File: src/rtl/char_raster_timer.sv
module char_raster_timer #(
  parameter int COL_W = 6
) (
  input  logic             clk,
  input  logic             rst_n,
  input  logic             acc_en,
  input  logic             acc_port,
  input  logic [7:0]       acc_din,
  output logic [7:0]       acc_dout,
  input  logic [COL_W-1:0] pix_in,
  input  logic [COL_W-1:0] bord_col,
  output logic             hsync,
  output logic             vsync,
  output logic             border,
  output logic [13:0]      ma,
  output logic [4:0]       ra,
  output logic [COL_W-1:0] colour_out
);
  localparam int NREG = 16;
  localparam int MA_W = 14;

  logic [7:0]      regs [NREG];
  logic [3:0]      idx;
  logic [7:0]      hcnt;
  logic [6:0]      row;
  logic [4:0]      rc;
  logic            in_adj;
  logic [MA_W-1:0] row_base, next_base;
  logic [3:0]      hs_cnt;
  logic [4:0]      vs_cnt;

  always_ff @(posedge clk) begin
    if (!rst_n) begin
      idx <= '0;
      for (int i = 0; i < NREG; i++) regs[i] <= '0;
    end else if (acc_en) begin
      if (!acc_port) idx <= acc_din[3:0];
      else           regs[idx] <= acc_din;
    end
  end

  assign acc_dout = (idx == 4'd12 || idx == 4'd13) ? regs[idx] : 8'h00;

  logic            line_end, row_last_line, last_row, adj_last, frame_end;
  logic [4:0]      cap_rc;
  logic [MA_W-1:0] start_addr;

  assign line_end      = hcnt >= regs[0];
  assign row_last_line = rc >= regs[9][4:0];
  assign last_row      = row >= regs[4][6:0];
  assign adj_last      = rc >= (regs[5][4:0] - 5'd1);
  assign frame_end     = line_end && (in_adj ? adj_last
                         : (row_last_line && last_row && regs[5][4:0] == 5'd0));
  assign start_addr    = {regs[12][5:0], regs[13]};
  assign cap_rc        = (regs[9][4:0] == 5'd0) ? 5'd0 : regs[9][4:0] - 5'd1;

  always_ff @(posedge clk) begin
    if (!rst_n) begin
      hcnt <= '0; row <= '0; rc <= '0; in_adj <= 1'b0;
      row_base <= '0; next_base <= '0;
    end else begin
      hcnt <= line_end ? 8'd0 : hcnt + 8'd1;
      if (hcnt == regs[1] && rc == cap_rc && !in_adj) next_base <= ma;
      if (line_end) begin
        if (frame_end) begin
          row <= '0; rc <= '0; in_adj <= 1'b0;
          row_base <= start_addr; next_base <= start_addr;
        end else if (in_adj) begin
          rc <= rc + 5'd1;
        end else if (row_last_line) begin
          rc <= '0;
          if (last_row) in_adj <= 1'b1;
          else begin
            row <= row + 7'd1;
            row_base <= next_base;
          end
        end else begin
          rc <= rc + 5'd1;
        end
      end
    end
  end

  assign ma = row_base + {6'd0, hcnt};
  assign ra = rc;

  logic hs_go, vs_go;
  assign hs_go = (hcnt == regs[2]) && (hs_cnt == 4'd0);
  assign hsync = hs_go || (hs_cnt != 4'd0);

  always_ff @(posedge clk) begin
    if (!rst_n)                 hs_cnt <= '0;
    else if (hs_go)             hs_cnt <= regs[3][3:0] - 4'd1;
    else if (hs_cnt != 4'd0)    hs_cnt <= hs_cnt - 4'd1;
  end

  assign vs_go = (hcnt == 8'd0) && (row == regs[7][6:0]) && (rc == 5'd0)
                 && !in_adj && (vs_cnt == 5'd0);
  assign vsync = vs_go || (vs_cnt != 5'd0);

  always_ff @(posedge clk) begin
    if (!rst_n)                            vs_cnt <= '0;
    else if (vs_go)                        vs_cnt <= line_end ? 5'd15 : 5'd16;
    else if (line_end && vs_cnt != 5'd0)   vs_cnt <= vs_cnt - 5'd1;
  end

  assign border = !((hcnt < regs[1]) && !in_adj && (row < regs[6][6:0]));

  assign colour_out = (hsync || vsync) ? '0 : (border ? bord_col : pix_in);

  a_r3_hs_start: assert property (@(posedge clk) disable iff (!rst_n)
    $rose(hsync) |-> hcnt == regs[2]);

  a_r5_vs_start: assert property (@(posedge clk) disable iff (!rst_n)
    $rose(vsync) |-> (hcnt == 8'd0 && ra == 5'd0));

  a_r6_ma_step: assert property (@(posedge clk) disable iff (!rst_n)
    ($past(rst_n) && !$past(line_end)) |-> ma == $past(ma) + 14'd1);

  a_r4_base_hold: assert property (@(posedge clk) disable iff (!rst_n)
    ($past(rst_n) && !$past(line_end)) |-> $stable(row_base));

  a_r2_forced_border: assert property (@(posedge clk) disable iff (!rst_n)
    (regs[6] == 8'd0) |-> border);
endmodule

File: config.mk
export PLATFORM = sky130hd
export DESIGN_NAME = char_raster_timer
export DESIGN_NICKNAME = d
export VERILOG_FILES = /design/src/rtl/char_raster_timer.sv
export SDC_FILE = /design/constraint.sdc
export NUM_CORES = 1
export LEC_CHECK = 0
export ABC_AREA = 0
export CAP_MARGIN = 20
export CELL_PAD_IN_SITES_DETAIL_PLACEMENT = 1
export CELL_PAD_IN_SITES_GLOBAL_PLACEMENT = 2
export CORE_AREA = 2 2 192 194
export CTS_BUF_LIST = sky130_fd_sc_hd__clkbuf_8 sky130_fd_sc_hd__clkbuf_16
export CTS_CLUSTER_DIAMETER = 120
export CTS_CLUSTER_SIZE = 24
export DETAILED_ROUTE_END_ITERATION = 16
export DIE_AREA = 0 0 194 196
export GPL_ROUTABILITY_DRIVEN = 0
export PLACE_DENSITY_LB_ADDON = 0.1
export SYNTH_ARGS = -nofsm -noshare
export SYNTH_HDL_FRONTEND = slang
export SYNTH_SLANG_ARGS = --single-unit
File: constraint.sdc
create_clock -name clk -period 2.9 [get_ports clk]
set_clock_uncertainty 0.1 [all_clocks]
set_input_delay 0.58 -clock clk [delete_from_list [all_inputs] [get_ports clk]]
set_output_delay 0.58 -clock clk [all_outputs]
set_load 0.01 [all_outputs]
### Yosys cells after proc, flatten, opt, wreduce, memory -nomap -nowiden

Memory sizes are Yosys's and may differ from the RTL's. A register that Yosys moved wholly into a read port is not among the register bits.
Index checks and enable logic that the tools add are counted.

* add/sub/neg operators: 9
* order comparisons: 6
* equality and inequality tests: 8
* mux-type cells: 38
* bitwise gates (word level): 2
* reductions and logical operators: 34

Operators with widths (count)
* 14-bit 2-to-1 mux: 7
* 5-bit 2-to-1 mux: 7
* 7-bit 2-to-1 mux: 4
* 5-bit logical NOT: 4
* 4-bit 2-to-1 mux: 5
* 8-bit equality test: 2
* 8-bit 2-to-1 mux: 2
* 5-bit by 1-bit subtractor with 5-bit output (second input constant): 3
* 14-bit by 8-bit adder with 14-bit output: 1
* 1-bit logical AND: 13
* 6-bit 2-to-1 mux: 2
* 1-bit 2-to-1 mux: 11
* 5-bit >= comparator: 2
* 8-bit by 1-bit adder with 8-bit output (second input constant): 1
* 4-bit equality test (second input constant): 2
* 8-bit >= comparator: 1
* 8-bit logical NOT: 1
* 8-bit < comparator: 1
* 8-bit OR reduction: 1
* 4-bit by 1-bit subtractor with 4-bit output (second input constant): 2
* 7-bit by 1-bit adder with 7-bit output (second input constant): 1
* 7-bit equality test: 1
* 7-bit >= comparator: 1
* 7-bit < comparator: 1
* 13 further kinds: 21

* register bits after elaboration: 62
* memory bits (writable): 128
* output and inout bits: 36
* word-level logic and storage cells: 107
* memories: 1

Memory list
* regs: depth 16, bits a word 8, rd ports 12, clocked after memory_dff 1, write ports 16, RTL line 22 `logic [7:0] regs [NREG];`

### Longest topological paths before layout

* depth after elaboration: 8
* depth in mapped cells: 14

### Worst setup path after synthesis

No wires, ideal clock.

* kind: register -> register
* start point: mem regs[5][0]
* end point: reg row_base[6]
* setup time: 0.074 ns
* arrival time: 2.905 ns
* data required time: 2.726 ns
* setup slack: -0.179 ns
* stages on the path, launching flop included: 15
* path buffers: 2
* clock period less this slack: 3.079 ns
* cell sequence: edfxtp_1 inv_1 ha_1 nor4b_1 nor2_1 ha_1 nand2_1 nand3b_1 a31oi_1 or2_2 clkbuf_1 nor2_1 clkbuf_1 nand2_1 a31oi_1

RTL lines
* from (decl): RTL line 22
* to (signal assigned): RTL line 67 `row_base <= start_addr; next_base <= start_addr;`
* to (signal assigned): RTL line 75 `row_base <= next_base;`
* to (decl): RTL line 28 `logic [MA_W-1:0] row_base, next_base;`

==> summary.txt <==
outcome: complete, but fails checks
failing checks: setup timing
Syn-to-layout area delta: 36.5%
CTS buffer count: 17
number of remaining DRC errors: 0
Routed Wire Length: 36100 µm
vias per cell: 4.88
Arr. time, crit path: 2.51 ns
Worst R2R Start: regs[9][1]
final hold vios: 0
worst-margin pin slew: 0.795 ns
Adder-Cell Fraction of Synth Area: 0.0675
CTS Buffer Depth: 2
worst-skew pair later-pin latency: 0.46 ns
crit path capture: colour_out[0]
DR pass1 iterations: 4
Layout Nets: 1247
H-tree Lvls: 4
cell taking the most area after synthesis: edfxtp_1
Area contributors post-synth: edfxtp_1 (36%), dfxtp_1 (12%), mux4_2 (8.2%), and2_1 (7.6%), ha_1 (6.6%)
worst setup margin: -0.289 ns
Yosys top cell area share: 0.360
max_cap viols: 0
number of synthesized flops with an enable pin: 128
Hold Path Class: reg2reg
IO Pins: 60
vias in the first global route: 8436
fin crit period: 3.19 ns
Die H: 196 µm
antenna violations before repair: 1
Rel. slew slack: 0.469
clock power share: 0.394
leakage: 5.73 nW
Final ANT Viol Nets: 0
multiplexer share of the synthesized area: 0.103
Die Width: 194 µm
RR Endpoint: next_base[9]
area of the core: 0.0361 mm²
Clk pin slew, worst setup/hold paths: 0.08 ns
Synth Area in Compound Gates: 0.0979
CTS root buf: clkbuf_16
WHS: 0.374 ns
Post-Syn Area per Cell: 11.3 µm²
row cnt: 70
full die area: 0.0380 mm²
Worst Path Max Fanout: 7
fmax: 314 MHz
sw power: 1.90 mW
CP endpoint kind: output pin
Syn. warnings: 0
IO buf count: 59
first-pass GRT wire length: 54100 µm
Flop pwr share: 0.462
synthesized flop and latch total: 194
total vias in the final route: 8040
Net Count, Synth: 1029
GRT overflow: 0
Final Cycle Share: 1.10
CTS tree: yes
main combinational cell family by area after synthesis: simple AND/OR/NAND/NOR gates
wire length per cell: 21.9 µm
largest net degree at the start of global routing: 45
Comb pwr share: 0.144
share of cells above drive strength 1: 0.347
clock sinks: 194
Synth async-reset ratio: 0
dpl hpwl: 26500 µm
Place WS: -0.351 ns
Worst Reg-to-Reg Cells: 12
Mapped Cells: 948
Switching Share: 0.281
Unique masters post-synth: 67
Post-Synth Simple-Gate Area: 0.179
internal power: 4.85 mW
R2R setup slack: 0.04 ns
count of final setup violators: 22
start-to-end type of the worst setup path: reg2out
synthesized cell area: 0.0107 mm²
total track usage: 0.191
Critical Path Source Type: register
main flop type after synthesis: edfxtp_1
1st-iter DRT viols: 379
unrepaired setup endpoints after global routing: yes
Setup crit start: regs[1][1]
XOR/XNOR share of the synthesized area: 0.0353
maximum vdd drop: 0.422 mV
critical path required time: 2.22 ns
initial core utilization: 0.296
Slew Viols, Final: 0
Power Dens Cells: 463 mW/mm²
sequential share of the synthesized area: 0.484
-- per-layer routing --
layer | vias to the layer above | global-route usage | share of wire
met5 | - | 0 | 0
li1 | 3870 | - | -
met3 | 27 | 0.0313 | 0.022
met1 | 4072 | 0.259 | 0.48
met2 | 71 | 0.316 | 0.48
met4 | 0 | 0.0527 | 0.017
-- cell families (layout without fill, tap and decap cells) --
family | count (synthesis) | after routing
simple gates | 349 | 349
compound gates | 157 | 157
xor+xnor | 43 | 43
other cells | 0 | 1
fa+ha+maj | 57 | 57
buf+inv | 90 | 321
flops | 194 | 194
mux | 58 | 58
-- cell usage in the layout, fill, tap and decap left out, types with 17 or more instances in the layout --
cell type and count:
a21oi_1 22, and2_1 130, buf_2 17, buf_4 147, buf_6 26, clkbuf_16 19
clkdlybuf4s50_1 29, dfxtp_1 56, edfxtp_1 128, ha_1 45, inv_1 42, mux4_2 40
nand2_1 50, nor2_1 48, o21ai_0 33, xor2_1 22
-- what timing repair did --
action	in CTS	in global routing
pin swaps	20	43
hold endpoints to repair	0	0
cloned	2	2
buffers inserted	18	16
gates resized for setup	204	82
endpoints found under the setup margin	58	63
hold buffers	0	0
-- critical path, cell delays in order (launching register included) --
cell and delay, ns:
edfxtp_1 0.42, inv_2 0.11, ha_4 0.20, nor2b_4 0.11, o21a_1 0.16, o21a_1 0.17
o21ai_2 0.14, buf_6 0.13, o311ai_4 0.09, buf_12 0.17, mux2i_1 0.11, nor2_1 0.09
buf_2 0.14
-- power groups by stage --
stage	Sequential, mW	Clock [mW]	Combinational [mW]
floorplan	3.15	0	0.470
global placement	3.17	0	0.934
detailed placement	3.18	0	0.937
CTS	3.12	2.71	0.948
global route	3.13	2.81	1.06
finish	3.12	2.66	0.973
-- cell usage after synthesis (18+ instances only) --
cell      instances
o21ai_0          37
inv_1            48
nor2_1           52
xnor2_1          18
edfxtp_1        128
dfxtp_1          66
and2_1          130
xor2_1           25
a21oi_1          33
clkbuf_1         37
mux4_2           39
ha_1             56
nand2_1          59
-- through the flow --
stage          power (mW)  std cells  area (µm²)  setup TNS [ns]   util
2_1_floorplan        3.62        948       10700               0      -
3_3_place_gp         4.11       1583       12900           -4.15  0.357
3_5_place_dp         4.11       1583       12900           -4.72  0.357
4_1_cts              6.78       1634       14100           -4.58  0.392
5_1_grt              7.00       1647       14600           -6.54  0.404
6_report             6.75       1648       14600           -3.83  0.404
-- registers in the layout (all words and copies together), names as in the netlist, named ones only --
name,cells
vs_cnt,5
ra,5
row_base,14
row,7
next_base,14
hcnt,8
hs_cnt,4
regs,128
in_adj,1
idx,4
-- cell type report --
cell class / count / area, µm²
Tap cell: 468 / 586
Timing Repair Buffer: 241 / 2150
Sequential cell: 194 / 5180
Clock buffer: 17 / 425
Multi-Input combinational cell: 664 / 5810
Clock inverter: 15 / 224
Antenna cell: 1 / 2.50
Inverter: 48 / 185
Fill cell: 3912 / 21500
-- how the worst min path moves through the flow --
| stage | from | to | cells past startpoint |
|---|---|---|---|
| finish | next_base[0] | row_base[0] | 2 |
| global route | next_base[7] | row_base[7] | 2 |
| CTS | next_base[0] | row_base[0] | 2 |
| detailed placement | hs_cnt[3] | hs_cnt[3] | 2 |
| global placement | hs_cnt[3] | hs_cnt[3] | 2 |
| floorplan | vs_cnt[2] | vs_cnt[2] | 2 |
(Power assumes the default switching activity.)
